**config.mk**
```make
export PLATFORM = sky130hd
export DESIGN_NAME = rf_multiport
export DESIGN_NICKNAME = d
export VERILOG_FILES = /design/src/rtl/rf_pkg.sv /design/src/rtl/rf_ctrl.sv /design/src/rtl/rf_datapath.sv /design/src/rtl/rf_multiport.sv
export SDC_FILE = /design/constraint.sdc
export NUM_CORES = 1
export LEC_CHECK = 0
export BUFFER_PORTS_ARGS = -buffer_cell sky130_fd_sc_hd__buf_2
export CORE_MARGIN = 2
export CORE_UTILIZATION = 45
export CTS_BUF_LIST = sky130_fd_sc_hd__clkbuf_2 sky130_fd_sc_hd__clkbuf_4 sky130_fd_sc_hd__clkbuf_8
export DETAILED_ROUTE_END_ITERATION = 10
export MAX_ROUTING_LAYER = met4
export REMOVE_ABC_BUFFERS = 1
export SLEW_MARGIN = 5
export SYNTH_ARGS = -nofsm -noshare
export SYNTH_HDL_FRONTEND = slang
export SYNTH_SLANG_ARGS = --single-unit
```
**constraint.sdc**
```tcl
create_clock -name clk -period 2.8 [get_ports clk]
set_clock_uncertainty 0.2 [all_clocks]
set_input_delay 0.56 -clock clk [delete_from_list [all_inputs] [get_ports clk]]
set_output_delay 0.56 -clock clk [all_outputs]
set_load 0.02 [all_outputs]
```
**src/rtl/rf_pkg.sv**
```systemverilog
package rf_pkg;
  localparam int RF_WORDS  = 16;
  localparam int RF_WIDTH  = 16;
  localparam int RF_AW     = $clog2(RF_WORDS);
  localparam int RF_RPORTS = 3;

  // Strobes handed from the control side to the storage side.
  typedef struct packed {
    logic [RF_WORDS-1:0] rowWe;
  } rfStrobe_t;
endpackage

```
**src/rtl/rf_ctrl.sv**
```systemverilog
module rf_ctrl
  import rf_pkg::*;
(
  input  logic             wrEn,
  input  logic [RF_AW-1:0] wrAddr,
  output rfStrobe_t        strobe
);
  // One-hot row enable from the write address.
  always_comb begin
    for (int r = 0; r < RF_WORDS; r++) begin
      strobe.rowWe[r] = wrEn && (wrAddr == RF_AW'(r));
    end
  end
endmodule

```
**src/rtl/rf_datapath.sv**
```systemverilog
module rf_datapath
  import rf_pkg::*;
#(
  parameter int DATA_W = RF_WIDTH
) (
  input  logic                               clk,
  input  logic                               rstN,
  input  rfStrobe_t                          strobe,
  input  logic [DATA_W-1:0]                  wrData,
  input  logic [RF_RPORTS-1:0][RF_AW-1:0]    rdAddr,
  output logic [RF_RPORTS-1:0][DATA_W-1:0]   rdData
);
  logic [DATA_W-1:0] mem [RF_WORDS];

  always_ff @(posedge clk or negedge rstN) begin
    if (!rstN) begin
      for (int r = 0; r < RF_WORDS; r++) mem[r] <= '0;
    end else begin
      for (int r = 0; r < RF_WORDS; r++) begin
        if (strobe.rowWe[r]) mem[r] <= wrData;
      end
    end
  end

  // Independent combinational read ports, one mux each.
  for (genvar p = 0; p < RF_RPORTS; p++) begin : g_rd
    assign rdData[p] = mem[rdAddr[p]];
  end
endmodule

```
**src/rtl/rf_multiport.sv**
```systemverilog
module rf_multiport
  import rf_pkg::*;
#(
  parameter int DATA_W = RF_WIDTH,
  parameter int ADDR_W = RF_AW
) (
  input  logic              clk,
  input  logic              rstN,
  input  logic              wrEn,
  input  logic [ADDR_W-1:0] wrAddr,
  input  logic [DATA_W-1:0] wrData,
  input  logic [ADDR_W-1:0] rdAddrA,
  output logic [DATA_W-1:0] rdDataA,
  input  logic [ADDR_W-1:0] rdAddrB,
  output logic [DATA_W-1:0] rdDataB,
  input  logic [ADDR_W-1:0] peekSel,
  output logic [DATA_W-1:0] peekData
);
  rfStrobe_t                           strobe;
  logic [RF_RPORTS-1:0][RF_AW-1:0]     rdAddr;
  logic [RF_RPORTS-1:0][DATA_W-1:0]    rdData;

  assign rdAddr[0] = rdAddrA;
  assign rdAddr[1] = rdAddrB;
  assign rdAddr[2] = peekSel;

  rf_ctrl ctrl_i (
    .wrEn   (wrEn),
    .wrAddr (wrAddr),
    .strobe (strobe)
  );

  rf_datapath #(.DATA_W(DATA_W)) dp_i (
    .clk    (clk),
    .rstN   (rstN),
    .strobe (strobe),
    .wrData (wrData),
    .rdAddr (rdAddr),
    .rdData (rdData)
  );

  assign rdDataA  = rdData[0];
  assign rdDataB  = rdData[1];
  assign peekData = rdData[2];
endmodule

```
# Word-level counts from Yosys, hierarchy flattened
# Index checks and enable logic that the tools add are counted.
dict set report totals {
  regBits 256
  in_bits 35
  out_inout_bits 48
  word_cells 63
}
dict set report classes {
  order_cmp 3
  eq_ne 15
  muxes 9
  bitwise_logic 3
  reduce_logical 17
}
# operator count
set op_table {}
lappend op_table {{binary-select mux 16 bit (select 4 bit)} 3}
lappend op_table {{2-to-1 mux 16 bit} 6}
lappend op_table {{equality test 4 bit (second input constant)} 8}
lappend op_table {{equality test 4 x 3 -> 1 bit (second input constant)} 4}
lappend op_table {{logical AND 1 bit} 16}
lappend op_table {{>= comparator 5 bit (second input constant)} 3}
lappend op_table {{NOT 4 -> 5 bit} 3}
lappend op_table {{equality test 4 x 2 -> 1 bit (second input constant)} 2}
lappend op_table {{equality test 4 x 1 -> 1 bit (second input constant)} 1}
lappend op_table {{zero test 4 bit} 1}

# Logic depth before layout (Yosys ltp)
# Gate-level depths: netlist (run 1).
dict set report logic_depth {
  ltp_word 4
  mapped_depth 5
  ltp_nobuf 3
}

# Cells and area by module
# Synthesis (run 1) repeated with hierarchy kept, for this count alone.
dict set report unflattened {
  hier_cells 994
  hier_area_um2 15512.4
}
# module n_inst cells_per_inst area_each_um2 seq_area_each_um2
set by_module_without_submodules {}
lappend by_module_without_submodules {rf_datapath 1 971 15394.8 6406.1}
lappend by_module_without_submodules {rf_ctrl 1 23 117.6 0.0}

# Least setup slack after synthesis (run 1)
# No wires, ideal clock.
dict set report synth_path {
  path_type {input -> output}
  startpoint {in peekSel[0]}
  endpoint {out peekData[10]}
  t_arrival_ns 1.934
  setup_slack_ns 0.106
  path_stages 5
  cell_sequence {buf_2 > buf_2 > mux4_2 > a22oi_1 > nand2_1}
}
dict set report synth_between {
  elab_chain_cells 4
}
# item line_no
set synth_lines {}
lappend synth_lines {{start, declared} rf_multiport.sv:16} ;# input logic [ADDR_W-1:0] peekSel,
lappend synth_lines {{NOT 4 -> 5 bit (implied by the code)} rf_datapath.sv:27} ;# assign rdData[p] = mem[rdAddr[p]];
lappend synth_lines {{binary-select mux 16 bit (select 4 bit)} rf_datapath.sv:27}
lappend synth_lines {{2-to-1 mux 16 bit (implied by the code) (2 in series)} rf_datapath.sv:27}
lappend synth_lines {{end, declared} rf_multiport.sv:17} ;# output logic [DATA_W-1:0] peekData
# Every way passes these cells. The select of a mux whose other input is x is not followed.

# Worst setup path after layout (run 1)
dict set report layout_path {
  startpoint {in peekSel[0]}
  endpoint {out peekData[0]}
}
# The elaborated chain is that of the path after synthesis.

==> impl_metrics.py, run 1 <==
metrics = {
    "status": {
        "status": "finished, violations left",
        "failed_checks": "setup timing",
    },
    "sta": {
        "slew_headroom": 0.532,
        "setup_violations": 1,
        "fin_crit_sh": 1.00,
        "fin_crit_ns": 2.81,
        "tns_ns": -0.0136,
        "holdWs_ns": 0.234,
        "tightest_slew_ns": 0.701,
        "drv_slew": 0,
        "fmax_ghz": 0.355,
        "layout_setup_ws_ns": -0.0136,
        "rsz0062_at_grt": "yes",
        "hold_violations": 0,
    },
    "critical_path": {
        "start_kind": "input pin",
        "cp_data_required_time_ns": 2.04,
        "crit_type": "input pin to output port",
        "crit_start": "peekSel[0]",
        "rr_startpoint": "dp_i.mem[121]$_DFFE_PN0P_",
        "critical_path_peak_fanout": 6,
        "arrival_ns": 2.05,
        "cp-end-kind": "output port",
    },
    "die": {
        "start_util": 0.456,
        "die_w_um": 188,
        "core_area_um2": 33400,
        "pin_count": 83,
        "dieArea_um2": 35400,
        "num_rows": 67,
        "die_h_um": 188,
    },
    "routing": {
        "postRouteAntennaNets": 0,
        "drtIter0Drc": 745,
        "wl_per_cell_um": 29.2,
        "routed_wirelength_mm": 48.0,
        "drt-vias-per-instance": 6.41,
        "vias": 10500,
        "post-route-drc-count": 0,
        "dr.pass1.iters": 5,
    },
    "yosys": {
        "synth_compound_area_frac": 0.0473,
        "ys_types": 20,
        "yosysWarnings": 0,
        "syn_inst": 985,
        "syn_area_per_cell_um2": 15.5,
        "synth-edff-count": 0,
        "yosys.area_share.xor_xnor": 0,
        "ys_ff_latch": 256,
        "async_flop_share": 1.00,
        "synthSimpleGateAreaFrac": 0.0256,
        "synth_top_family_by_area": "multiplexers",
        "ys.flop_type": "dfrtp_1",
        "synth_fa_ha_area_frac": 0,
        "synth.area.mux_share": 0.478,
        "ys_seq_area_frac": 0.420,
        "syn_area_um2": 15200,
    },
    "power_and_ir_drop": {
        "power.total_uw": 13200,
        "power_frac_seq": 0.407,
        "clockPowerShare": 0.300,
        "p_leak_uw": 0.00795,
        "pwr-share-comb": 0.293,
        "irDropWorstVdd_mv": 0.279,
        "p_sw_uw": 3960,
        "swShare": 0.300,
        "powerDensity_nw_per_um2": 697,
        "p_int_uw": 9240,
    },
    "global_routing": {
        "grt_pass1_wl_mm": 71.0,
        "grt-ovfl-total": 0,
        "grt_max_degree": 92,
        "grt_pass1_vias": 11000,
        "grt_use_total": 0.282,
        "antenna_found_initial": 0,
    },
    "clocking": {
        "cts.clk_slew.worst_paths_ns": 0.06,
        "max-clock-path-buffers": 3,
        "worstSkewPairLatency_ns": 0.57,
        "htreeDepth": 2,
        "cts_made_buffers": 48,
        "cts_tree": "done",
        "clock_sinks": 256,
        "root_buffer": "clkbuf_8",
    },
    "placement": {
        "place_congestion": 0.834,
        "portBuffers": 82,
        "dpl.hpwl_mm": 30.4,
    },
    "layout": {
        "final_core_util": 0.566,
        "drive_above_1_share": 0.680,
        "areaGrowthSynthToFinish_pct": 24.2,
        "regMostFlops": "dp_i.mem",
        "final_common_cell": "dfrtp_1",
        "top_regs": "dp_i.mem: 256 flops",
        "layout_common_cells": "dfrtp_1 (256), mux2_2 (225), mux4_2 (192)",
        "largest_register_ffs": 256,
        "nets": 1195,
        "diodes": 0,
    },
    "flow_run": {
        "drv_cap": 0,
    },
    "min_path": {
        "min-delay-path-class": "input pin to async pin",
    },
}
==> per-layer routing <==
metal  track usage  vias to the layer above  wire length, um
met3        0.0550                      114             3160
met4         0.109                        0             1610
met2         0.437                      426            23200
met1         0.370                     5669            20000
met5             -                        -                0
li1              -                     4326                -
==> cell type report <==
type | count | area, um^2
clock buffers | 80 | 995
flip-flops and latches | 256 | 6410
clock inverters | 5 | 55.1
multi-input cells | 628 | 8660
repair buffers | 226 | 2250
well taps | 448 | 561
fillers | 2666 | 14500
==> through the flow <==
step	std cells	setup slack, ns	cell area (um^2)
6_report	1643	-0.0136	18900
3_3_place_gp	1517	-0.0811	17100
2_1_floorplan	884	0.481	14800
3_5_place_dp	1517	-0.142	17100
5_1_grt	1643	-0.0299	18900
4_1_cts	1617	-0.0136	18400
==> worst max-delay path: stages <==
cell and delay (ns):
buf_12 0.09, buf_12 0.13, buf_12 0.14, buf_4 0.13, mux4_2 0.49, a22oi_1 0.20
nand2_1 0.12, buf_2 0.18
==> power by group through the flow <==
stage	combinational (uW)	clock (uW)	sequential [uW]
3_3_place_gp	3590	0	5360
2_1_floorplan	2600	0	5140
3_5_place_dp	3630	0	5420
6_report	3870	3960	5370
4_1_cts	3710	4040	5360
5_1_grt	4110	4200	5520
==> logic make-up (layout without fill, tap and decap cells) <==
family,count (synthesis),in the layout
multiplexers,448,448
flip-flops,256,256
buffers and inverters,101,311
AO/OA/AOI/OAI,96,96
AND/OR/NAND/NOR,84,84
==> path summary, 6_finish.rpt <==
check / end / depth (start not counted) / slack, ns
worst max-delay path: peekData[0] / 8 / -0.01
worst min register to register: dp_i.mem[56]$_DFFE_PN0P_ / 1 / 0.34
min in group clk: dp_i.mem[127]$_DFFE_PN0P_ / 2 / 0.25
worst max register to register: dp_i.mem[121]$_DFFE_PN0P_ / 2 / 1.70
max in group asynchronous: dp_i.mem[77]$_DFFE_PN0P_ / 3 / 1.36
worst min-delay path: dp_i.mem[90]$_DFFE_PN0P_ / 2 / 0.23
==> cells in the mapped netlist, types with 4 or more instances <==
library cell,count,area share
dfrtp_1,256,0.42
mux2_2,225,0.17
mux4_2,192,0.28
a22oi_1,96,0.047
clkbuf_1,55,0.014
nand2_1,50,0.012
buf_2,41,0.013
mux2_4,20,0.020
mux2_1,11,0.0081
nor2_1,7,0.0017
nor2b_1,7,0.0029
nor2_2,6,0.0025
nand2b_1,4,0.0016
==> what timing repair did <==
action,in CTS,in global routing
gates resized for setup,19,51
cloned,2,6
hold buffers,1,0
setup endpoints to repair,29,39
hold endpoints to repair,48,0
setup buffers,12,21
pin swaps,2,13
Note: power is estimated with default switching activity, not from simulation.
==> run 2: changes to the inputs <==
--- a/config.mk
+++ b/config.mk
@@ -8,7 +8,6 @@
 export BUFFER_PORTS_ARGS = -buffer_cell sky130_fd_sc_hd__buf_2
 export CORE_MARGIN = 2
 export CORE_UTILIZATION = 45
-export CTS_BUF_LIST = sky130_fd_sc_hd__clkbuf_2 sky130_fd_sc_hd__clkbuf_4 sky130_fd_sc_hd__clkbuf_8
 export DETAILED_ROUTE_END_ITERATION = 10
 export MAX_ROUTING_LAYER = met4
 export REMOVE_ABC_BUFFERS = 1
==> run 2 against run 1 <==
  * The flow now finishes without violations
  * Largest cell class unchanged
  * Non-clock buffer count is 2 lower
  * Clock-buffer cell count down 36
  * Sequential power barely moved
  * Sequential share of layout area about the same
  * Register-to-register slack improved by 0.07 ns
  * Core utilization barely moved
  * Wire length shrank 1.0%
  * Clock power up 8.8%
  * Critical path type unchanged
==> impl_metrics.py, run 2 (synthesis results as in run 1) <==
metrics = {
    "routing": {
        "drtIter0Drc": 900,
        "post-route-drc-count": 0,
        "wl_per_cell_um": 29.4,
        "dr.pass1.iters": 7,
        "routed_wirelength_mm": 47.5,
        "vias": 10400,
        "drt-vias-per-instance": 6.45,
        "postRouteAntennaNets": 0,
    },
    "layout": {
        "final_core_util": 0.566,
        "diodes": 0,
        "top_regs": "dp_i.mem: 256 flops",
        "layout_common_cells": "dfrtp_1 (256), mux2_2 (225), mux4_2 (192)",
        "nets": 1176,
        "regMostFlops": "dp_i.mem",
        "largest_register_ffs": 256,
        "areaGrowthSynthToFinish_pct": 24.2,
        "final_common_cell": "dfrtp_1",
        "drive_above_1_share": 0.668,
    },
    "flow_run": {
        "drv_cap": 0,
    },
    "sta": {
        "drv_slew": 0,
        "rsz0062_at_grt": "yes",
        "setup_violations": 0,
        "layout_setup_ws_ns": 0.000216,
        "fin_crit_ns": 2.80,
        "fin_crit_sh": 1.00,
        "slew_headroom": 0.511,
        "hold_violations": 0,
        "tightest_slew_ns": 0.732,
        "fmax_ghz": 0.357,
    },
    "clocking": {
        "root_buffer": "clkbuf_16",
        "cts_tree": "done",
        "cts.clk_slew.worst_paths_ns": 0.06,
        "htreeDepth": 1,
        "worstSkewPairLatency_ns": 0.56,
        "clock_sinks": 256,
        "cts_made_buffers": 31,
        "max-clock-path-buffers": 3,
    },
    "global_routing": {
        "grt_pass1_wl_mm": 71.0,
        "grt_max_degree": 92,
        "antenna_found_initial": 0,
        "grt_pass1_vias": 10800,
        "grt_use_total": 0.280,
        "grt-ovfl-total": 0,
    },
    "placement": {
        "place_congestion": 0.834,
        "dpl.hpwl_mm": 30.4,
        "portBuffers": 82,
        "preCtsSetupSlack_ns": -0.142,
    },
    "power_and_ir_drop": {
        "powerDensity_nw_per_um2": 716,
        "irDropWorstVdd_mv": 0.486,
        "p_leak_uw": 0.00793,
    },
    "min_path": {
        "min-delay-path-class": "input pin to flop",
        "hold_start": "wrData[6]",
    },
    "die": {
        "die_w_um": 188,
        "core_area_um2": 33400,
        "dieArea_um2": 35400,
        "num_rows": 67,
        "die_h_um": 188,
        "start_util": 0.456,
        "pin_count": 83,
    },
    "critical_path": {
        "crit_start": "peekSel[0]",
        "cp-end-kind": "output port",
        "critical_path_peak_fanout": 6,
        "rr_startpoint": "dp_i.mem[59]$_DFFE_PN0P_",
        "arrival_ns": 2.04,
        "start_kind": "input pin",
        "cp_data_required_time_ns": 2.04,
        "crit_type": "input pin to output port",
    },
    "status": {
        "status": "finished, final reports clean",
    },
}
run 2: changes by cell type in the layout (fill, tap and decap cells not counted), moves of 4 or more:
| cell | previous run | this run |
|---|---|---|
| clkbuf_8 | 63 | 9 |
| bufinv_16 | 1 | 5 |
| clkbuf_1 | 0 | 4 |
| clkbuf_16 | 6 | 34 |
| clkinv_2 | 2 | 8 |
| clkbuf_4 | 17 | 0 |
run 2: worst paths after layout:
kind                                              to  slack, ns  depth (start not counted)
setup / recovery                         peekData[0]     0.0002                          8
hold / removal              dp_i.mem[54]$_DFFE_PN0P_       0.26                          2
setup reg to reg            dp_i.mem[59]$_DFFE_PN0P_       1.77                          1
hold reg to reg             dp_i.mem[56]$_DFFE_PN0P_       0.34                          1
max in group asynchronous   dp_i.mem[13]$_DFFE_PN0P_       1.35                          3
min in group asynchronous  dp_i.mem[154]$_DFFE_PN0P_       0.27                          2
run 2: area by class of cell:
class / instances / area, um^2
clock inverters: 13 / 190
repair buffers: 224 / 2210
multi-input cells: 628 / 8660
well taps: 448 / 561
fillers: 2645 / 14500
flip-flops and latches: 256 / 6410
clock buffers: 44 / 915
run 2: report_power, final:
group,switching (uW),internal [uW]
clock,1600,2710
combinational,1510,2350
sequential,812,4570
run 2: per-stage QoR:
step           cells  TNS [ns]  total power [uW]  instance area [um^2]  hold slack [ns]
2_1_floorplan    884         0              7740                 14800           0.0644
3_3_place_gp    1517     -1.04              8940                 17100            0.239
3_5_place_dp    1517     -1.83              9050                 17100            0.239
4_1_cts         1591   -0.0136             13500                 18500            0.239
5_1_grt         1613   -0.0939             14200                 18900            0.276
6_report        1613         0             13500                 18900            0.265
run 2: repair_timing:
action                     CTS  global route
setup endpoints to repair   29            37
buffers inserted            13            20
pin swaps                    2            11
gates resized for setup     17            50
hold endpoints to repair    23             0
gates cloned                 3             3
hold buffers                 1             0
run 2: worst max-delay path: stages:
cell,delay [ns]
buf_12,0.09
buf_12,0.14
buf_12,0.15
buf_4,0.13
mux4_2,0.49
a22oi_1,0.19
nand2_1,0.10
buf_2,0.17
run 2: metal layers:
layer,track usage,vias to the layer above,routed length (um)
met5,-,-,0
met4,0.0854,0,1700
met3,0.0393,111,2990
met2,0.444,403,23000
met1,0.377,5597,19900
li1,-,4285,-
==> run 3: changes to the inputs <==
--- a/config.mk
+++ b/config.mk
@@ -9,6 +9,7 @@
 export CORE_MARGIN = 2
 export CORE_UTILIZATION = 45
 export DETAILED_ROUTE_END_ITERATION = 10
+export GPL_TIMING_DRIVEN = 0
 export MAX_ROUTING_LAYER = met4
 export REMOVE_ABC_BUFFERS = 1
 export SLEW_MARGIN = 5
==> run 3 against run 2 <==
  * The run now ends with capacitance limit left
  * Critical path depth is 2 lower
  * Clock power is 3% higher
  * Register-to-register slack hardly changed
  * First-iteration DRC count is 17% lower
  * Non-clock buffer count is 89 lower
  * Wire length is 1.3% higher
  * Global-route usage hardly changed
  * Die area stayed put
  * Sequential power hardly changed
  * Setup slack better by 0.027 ns
  * Hold slack better by 0.034 ns
  * Final cell count is 5.1% lower
  * Largest cell class unchanged
==> impl_metrics.py, run 3 (synthesis results as in run 1) <==
metrics = {
    "power_and_ir_drop": {
        "swShare": 0.288,
        "irDropWorstVdd_mv": 0.457,
        "p_int_uw": 9630,
        "clockPowerShare": 0.329,
        "p_leak_uw": 0.00756,
        "pwr-share-comb": 0.275,
        "power_frac_seq": 0.396,
        "powerDensity_nw_per_um2": 739,
        "p_sw_uw": 3900,
    },
    "placement": {
        "place_congestion": 0.746,
        "dpl.hpwl_mm": 25.4,
        "portBuffers": 82,
    },
    "layout": {
        "final_common_cell": "dfrtp_1",
        "nets": 1090,
        "areaGrowthSynthToFinish_pct": 20.0,
        "largest_register_ffs": 256,
        "regMostFlops": "dp_i.mem",
        "multi_input_area_um2": 8540,
        "top_regs": "dp_i.mem: 256 flops",
        "fillerInstances": 2689,
        "layout_common_cells": "dfrtp_1 (256), mux2_2 (225), mux4_2 (192)",
        "drive_above_1_share": 0.612,
        "final_core_util": 0.547,
        "ff_latch_area_um2": 6410,
    },
    "global_routing": {
        "grt_max_degree": 114,
        "use_met3": 0.0526,
        "antenna_found_initial": 2,
        "grt_use_met2": 0.446,
        "grt_pass1_vias": 10800,
        "grt_util_met1": 0.351,
        "grt-ovfl-total": 0,
        "grt_use_total": 0.280,
        "grt.busiest_layer": "met2",
        "grt_pass1_wl_mm": 69.8,
    },
    "clocking": {
        "cts.clk_slew.worst_paths_ns": 0.05,
        "worstSkewPairLatency_ns": 0.51,
        "cts_made_buffers": 34,
        "cts_tree": "done",
        "root_buffer": "clkbuf_16",
        "clock_sinks": 256,
        "htreeDepth": 2,
        "max-clock-path-buffers": 3,
    },
    "die": {
        "start_util": 0.456,
        "die_h_um": 188,
        "die_w_um": 188,
        "core_area_um2": 33400,
        "pin_count": 83,
        "num_rows": 67,
        "dieArea_um2": 35400,
    },
    "critical_path": {
        "cp_data_required_time_ns": 2.04,
        "crit_type": "input pin to output port",
        "max_stage_delay_ns": 0.52,
        "path_buf_inv": 3,
        "crit_chain": "buf_16 -> clkbuf_16 -> mux4_2 -> a22oi_1 -> nand2_1 -> buf_2",
        "cp_slowest_cell": "mux4_2",
        "start_kind": "input pin",
        "cp-end-kind": "output port",
        "arrival_ns": 2.01,
        "cp_top_family": "buffers and inverters",
        "critical_path_peak_fanout": 17,
    },
    "routing": {
        "drt-vias-per-instance": 6.65,
        "dr.pass1.iters": 5,
        "drtIter0Drc": 746,
        "post-route-drc-count": 0,
        "vias": 10200,
        "postRouteAntennaNets": 0,
        "wl_per_cell_um": 31.4,
        "routed_wirelength_mm": 48.1,
    },
    "sta": {
        "rsz0062_at_grt": "yes",
        "fin_crit_ns": 2.77,
        "tightest_slew_ns": 1.47,
        "hold_violations": 0,
        "slew_headroom": 0.0168,
        "drv_slew": 0,
        "setup_violations": 0,
        "fmax_ghz": 0.361,
        "fin_crit_sh": 0.990,
        "tns_ns": 0,
    },
    "flow_run": {
        "drv_cap": 1,
    },
    "status": {
        "failed_checks": "capacitance limit",
        "status": "finished, violations left",
    },
    "min_path": {
        "min-delay-path-class": "input pin to flop",
    },
}
-- run 3: final cells by class --
type | count | area share
Multi-Input combinational cell | 628 | 0.467
Antenna cell | 2 | 0.000274
Clock inverter | 7 | 0.00465
Clock buffer | 54 | 0.0585
Tap cell | 448 | 0.0306
Sequential cell | 256 | 0.350
Timing Repair Buffer | 135 | 0.0888
-- run 3: timing repair --
action                                  in CTS  in global routing
hold buffers                                 1                  0
resized for setup                           28                 12
endpoints found under the setup margin      48                 34
pin swaps                                    0                  3
gates cloned                                12                  7
buffers inserted                             0                 15
hold endpoints to repair                    57                  0
-- run 3: worst paths after layout --
kind	startpoint	endpoint	slack, ns	cells past startpoint
max	peekSel[0]	peekData[7]	0.03	6
min	wrData[12]	dp_i.mem[60]$_DFFE_PN0P_	0.30	2
min in group asynchronous	rstN	dp_i.mem[122]$_DFFE_PN0P_	0.38	2
min reg2reg	dp_i.mem[222]$_DFFE_PN0P_	dp_i.mem[222]$_DFFE_PN0P_	0.33	1
max reg2reg	dp_i.mem[57]$_DFFE_PN0P_	dp_i.mem[57]$_DFFE_PN0P_	1.77	1
max in group asynchronous	rstN	dp_i.mem[45]$_DFFE_PN0P_	1.08	3
-- run 3: metal layers --
| layer | wire (um) | share of wire |
|---|---|---|
| met5 | 0 | 0 |
| met4 | 2090 | 0.043 |
| met3 | 3060 | 0.064 |
| met2 | 23500 | 0.49 |
| met1 | 19400 | 0.40 |
-- run 3: power by group through the flow --
stage               combinational, uW  sequential, uW  clock (uW)
global route                     3930            5500        4700
global placement                 3410            5300           0
detailed placement               3520            5380           0
finish                           3710            5360        4450
CTS                              3640            5330        4540
floorplan                        2600            5140           0
-- run 3: per-stage QoR --
stage | area, um^2 | std cells | total power (uW) | worst slack, ns | hold WS [ns]
after floorplan | 14800 | 884 | 7740 | 0.481 | 0.0644
after global placement | 15800 | 1414 | 8710 | -3.82 | 0.314
after detailed placement | 16300 | 1432 | 8900 | -0.477 | 0.319
after CTS | 18000 | 1506 | 13500 | 0.000103 | 0.290
after global routing | 18300 | 1530 | 14100 | -0.00657 | 0.333
final | 18300 | 1530 | 13500 | 0.0269 | 0.299
